File: config.mk
export PLATFORM = sky130hd
export DESIGN_NAME = pwc_timer
export DESIGN_NICKNAME = d
export VERILOG_FILES = /design/src/rtl/pwc_pkg.sv /design/src/rtl/pwc_timer.sv
export SDC_FILE = /design/constraint.sdc
export NUM_CORES = 1
export LEC_CHECK = 0
export BUFFER_PORTS_ARGS = -buffer_cell sky130_fd_sc_hd__clkbuf_2
export CORE_AREA = 10 10 47 49
export CTS_BUF_LIST = sky130_fd_sc_hd__clkbuf_2 sky130_fd_sc_hd__clkbuf_4 sky130_fd_sc_hd__clkbuf_8
export DETAILED_ROUTE_END_ITERATION = 6
export DIE_AREA = 0 0 57 59
export MAX_ROUTING_LAYER = met4
export PLACE_DENSITY = 0.74
export SYNTH_ARGS = -nofsm -noshare
export SYNTH_HDL_FRONTEND = slang
export SYNTH_SLANG_ARGS = --single-unit
File: constraint.sdc
create_clock -name clk -period 1.7 [get_ports clk]
set_input_delay 0.255 -clock clk [delete_from_list [all_inputs] [get_ports clk]]
set_output_delay 0.255 -clock clk [all_outputs]
set_load 0.03 [all_outputs]
File: src/rtl/pwc_pkg.sv
// Shared types for the pulse width window checker.
package pwc_pkg;
    // Which end of the window a timer guards.
    typedef enum logic {
        BOUND_LO = 1'b0,
        BOUND_HI = 1'b1
    } pwc_bound_e;
endpackage

File: src/rtl/pwc_timer.sv
// Width timer started by the leading edge of a synchronized pulse.
// It counts high cycles. BOUND selects the variant:
//   BOUND_LO: hit = the pulse ended with fewer than `limit` high cycles.
//   BOUND_HI: hit = one cycle when the pulse is `limit`+1 cycles long.
// Assumes: lvl is synchronous; the counter has one spare bit, so it
// saturates above any legal limit and the HI hit cannot repeat.
module pwc_timer
    import pwc_pkg::*;
#(
    parameter int         W     = 8,
    parameter pwc_bound_e BOUND = BOUND_LO
) (
    input  logic         clk,
    input  logic         rst_n,
    input  logic         lvl,
    input  logic [W-1:0] limit,
    output logic         hit
);
    localparam int CW = W + 1;
    localparam logic [CW-1:0] CNT_MAX = {CW{1'b1}};

    logic [CW-1:0] cnt_q;
    logic [CW-1:0] lim_x;

    assign lim_x = {1'b0, limit};

    // Count high cycles of the current pulse; clear while the input is low.
    always_ff @(posedge clk) begin
        if (!rst_n) begin
            cnt_q <= '0;
        end else if (!lvl) begin
            cnt_q <= '0;
        end else if (cnt_q != CNT_MAX) begin
            cnt_q <= cnt_q + 1'b1;
        end
    end

    generate
        if (BOUND == BOUND_LO) begin : g_lo
            // Falling cycle: the count holds the full width of the pulse.
            assign hit = !lvl && (cnt_q != '0) && (cnt_q < lim_x);
        end else begin : g_hi
            // The current cycle makes the width exceed the limit.
            assign hit = lvl && (cnt_q == lim_x);
        end
    endgenerate

    // the count starts afresh after any low cycle.
    assert_count_clears_R7: assert property (@(posedge clk) disable iff (!rst_n)
        !lvl |=> (cnt_q == '0));

    // the upper-bound hit fires once per pulse.
    assert_hit_once_R4: assert property (@(posedge clk) disable iff (!rst_n)
        (BOUND == BOUND_HI && hit) |=> !hit);
endmodule

==> results.tsv <==
stage	metric	value	unit
grt	antenna_found_initial	0	
worst_hold_path	hold_path.class	primary input to flop	
logic_synthesis	yosys.area.top_type	dfxtp_1	
detailed_routing	dr.pass1.iters	4	
finish	drive_gt1_share	44.9	%
sta	fmax	509	MHz
finish	top_register	cnt_q	
finish	final_area	940	um^2
floorplan	die_x	57	um
power_and_ir_drop	sw_frac_of_total	23.9	%
power_and_ir_drop	power_switching	0.000111	W
detailed_routing	wl	1530	um
power_and_ir_drop	p_int	0.000354	W
grt	grt_pass1_vias	585	
finish	multi_input_area	509	um^2
run_status	violations	setup timing	
sta	fin_crit_sh	116	%
sta	rsz0062_at_grt	true	
worst_setup_path	cp-start-kind	flop	
job	timing.max_cap.violations	0	
sta	final-setup-viol-count	2	
floorplan	row_count	14	
cts	clkLatencyLatePin	0.26	ns
cts	htree_levels	1	
place	place_inst	110	
worst_setup_path	worst-setup-path-type	flop to primary output	
detailed_routing	drc	0	
detailed_routing	vias	609	
sta	worst_slew_pin_slew	0.342	ns
sta	max_slew_margin	77.2	%
sta	hold_viol	0	
floorplan	initial_core_util	45.8	%
logic_synthesis	yosys.cell_types.count	25	
finish	instances_no_fill	114	
place	post-dp-hpwl	1180	um
power_and_ir_drop	pwr_density_cell	495	nW/um^2
logic_synthesis	ys_ff_latch	9	
finish	diodes	0	
cts	clock_sinks	9	
logic_synthesis	synth_top_area_share	28.1	%
finish	syn_to_final_growth	46.4	%
finish	ff_latch_area	188	um^2
power_and_ir_drop	p_leak	0.466	nW
place	place_congestion	0.820	
run_status	status	finished, violations left	
logic_synthesis	syn_inst	73	
detailed_routing	wl_per_cell	13.4	um
cts	cts_hold_buf	0	
logic_synthesis	avgSynthCellArea	8.79	um^2
finish	reg_top3	cnt_q (9)	
sta	slew_viol_final	0	
logic_synthesis	netlist_area	642	um^2
place	place_area	833	um^2
worst_setup_path	cp_max_fo	2	
logic_synthesis	synth.area.top_cells	dfxtp_1, ha_1, inv_1	
cts	cts_root_buf	clkbuf_4	
logic_synthesis	synth_warnings	0	
floorplan	io_pins	12	
cts	numCtsBuffers	3	
cts	cts_tree	built	
sta	worst_hold_slack	0.413	ns
power_and_ir_drop	seq_power_share	46.6	%
finish	largest_register_ffs	9	
sta	setup_ws	-0.265	ns
place	post-place-ws	-0.219	ns
place	portBuffers	11	
floorplan	core_area	1400	um^2
detailed_routing	drt_iter0_drc	3	
floorplan	fp.dieH	59	um
sta	setup_tns	-0.271	ns
sta	fin_crit	1.97	ns
grt	grt_pass1_wl	2480	um
cts	clk_path_buf_depth	2	
power_and_ir_drop	clkPwrFrac	39.2	%
grt	globalRouteOverflowTotal	0	
worst_setup_path	crit_arrival	1.71	ns
grt	grt_start_max_net_pins	10	
floorplan	dieArea	3360	um^2
finish	fillCellCount	126	
worst_setup_path	cp.required	1.44	ns
logic_synthesis	ys_seq_area_share	28.1	%
detailed_routing	vias_per_cell	5.34	
worst_setup_path	cp-end-kind	primary output	
finish	nets	120	
logic_synthesis	syn_nets	94	
power_and_ir_drop	max-vdd-ir-drop	506	uV
power_and_ir_drop	p_comb_share	14.3	%
grt	track_usage	9.69	%
cts	cts.clk_slew.worst_paths	0.06	ns
detailed_routing	antenna_left	0	
sta	skew	0.00372	ns
==> cells in the final DEF (no fill, tap or decap), drive strengths merged <==
master   count
xor2         3
a21oi        4
nor2b        1
nand3        2
nor4b        1
dfxtp        9
xnor2        2
nor2         9
inv          9
mux2i        2
a2111oi      1
nand4        1
ha          10
nand4b       2
nand2        4
buf         12
o211a        1
a22oi        1
or3          3
clkbuf      14
and4b        1
a21o         1
o21ai        3
nor3         2
==> Yosys cell counts <==
| library cell | n |
|---|---|
| o211a_1 | 1 |
| dfxtp_1 | 9 |
| nor4b_1 | 1 |
| inv_1 | 9 |
| nand2_1 | 4 |
| ha_1 | 10 |
| nor2_1 | 9 |
| a2111oi_2 | 1 |
| a21oi_2 | 1 |
| nor2b_1 | 1 |
| nand3_1 | 2 |
| mux2i_1 | 2 |
| and4b_4 | 1 |
| a21oi_1 | 3 |
| o21ai_0 | 3 |
| nand4b_4 | 1 |
| a22oi_1 | 1 |
| nor3_1 | 2 |
| nand4b_1 | 1 |
| a21o_1 | 1 |
| buf_2 | 1 |
| xnor2_1 | 2 |
| nand4_1 | 1 |
| or3_1 | 3 |
| xor2_1 | 3 |
==> layout make-up <==
cell class / count / share of cell area (%)
repair buffers: 22 / 16.9
inverters: 9 / 3.60
flip-flops and latches: 9 / 20.0
well taps: 16 / 2.13
multi-input cells: 54 / 54.2
clock buffers: 4 / 3.20
==> metal layers <==
metal / GRT usage (%) / vias up / routed length, um
li1: - / 305 / -
met3: 4.29 / 4 / 74
met4: 5.03 / 0 / 21
met5: - / - / 0
met2: 17.1 / 16 / 840
met1: 8.66 / 284 / 594
==> power by group through the flow <==
stage	Combinational (W)	Sequential, W	Clock [W]
global placement	0.0000573	0.000220	0
CTS	0.0000648	0.000215	0.000187
floorplan	0.0000339	0.000222	0
finish	0.0000663	0.000217	0.000182
global route	0.0000737	0.000217	0.000202
detailed placement	0.0000597	0.000220	0
==> cell families after synthesis <==
family / after synthesis / synth area share (%)
AO/OA/AOI/OAI: 11 / 12.3
XOR/XNOR: 5 / 6.82
adder cells (fa/ha/maj): 10 / 19.5
buffers and inverters: 10 / 6.04
flip-flops: 9 / 28.1
multiplexers: 2 / 3.12
AND/OR/NAND/NOR: 26 / 24.2
==> worst max-delay path, cell delays in order (launching register included) <==
cell and delay [ns]:
dfxtp_2 0.35, ha_4 0.20, and4b_4 0.22, a2111oi_4 0.27, nand2_1 0.13, a21oi_4 0.14, buf_8 0.13
==> metrics by stage <==
step,util [%],power [W]
2_1_floorplan,-,0.000256
3_3_place_gp,59.5,0.000277
3_5_place_dp,59.5,0.000280
4_1_cts,64.2,0.000467
5_1_grt,67.1,0.000493
6_report,67.1,0.000465
==> timing repair <==
action,4_1_cts,5_1_grt
resized for setup,5,11
pin swaps,4,4
buffers inserted,0,0
setup endpoints to repair,4,6
==> final timing paths <==
path,slack (ns),cells past startpoint,to,from
setup reg to reg,-0.01,8,cnt_q[5],cnt_q[1]
hold / removal,0.41,3,cnt_q[5],rst_n
hold reg to reg,0.56,2,cnt_q[0],cnt_q[0]
setup / recovery,-0.27,6,hit,cnt_q[7]
Power figures use the tool's default switching activity.
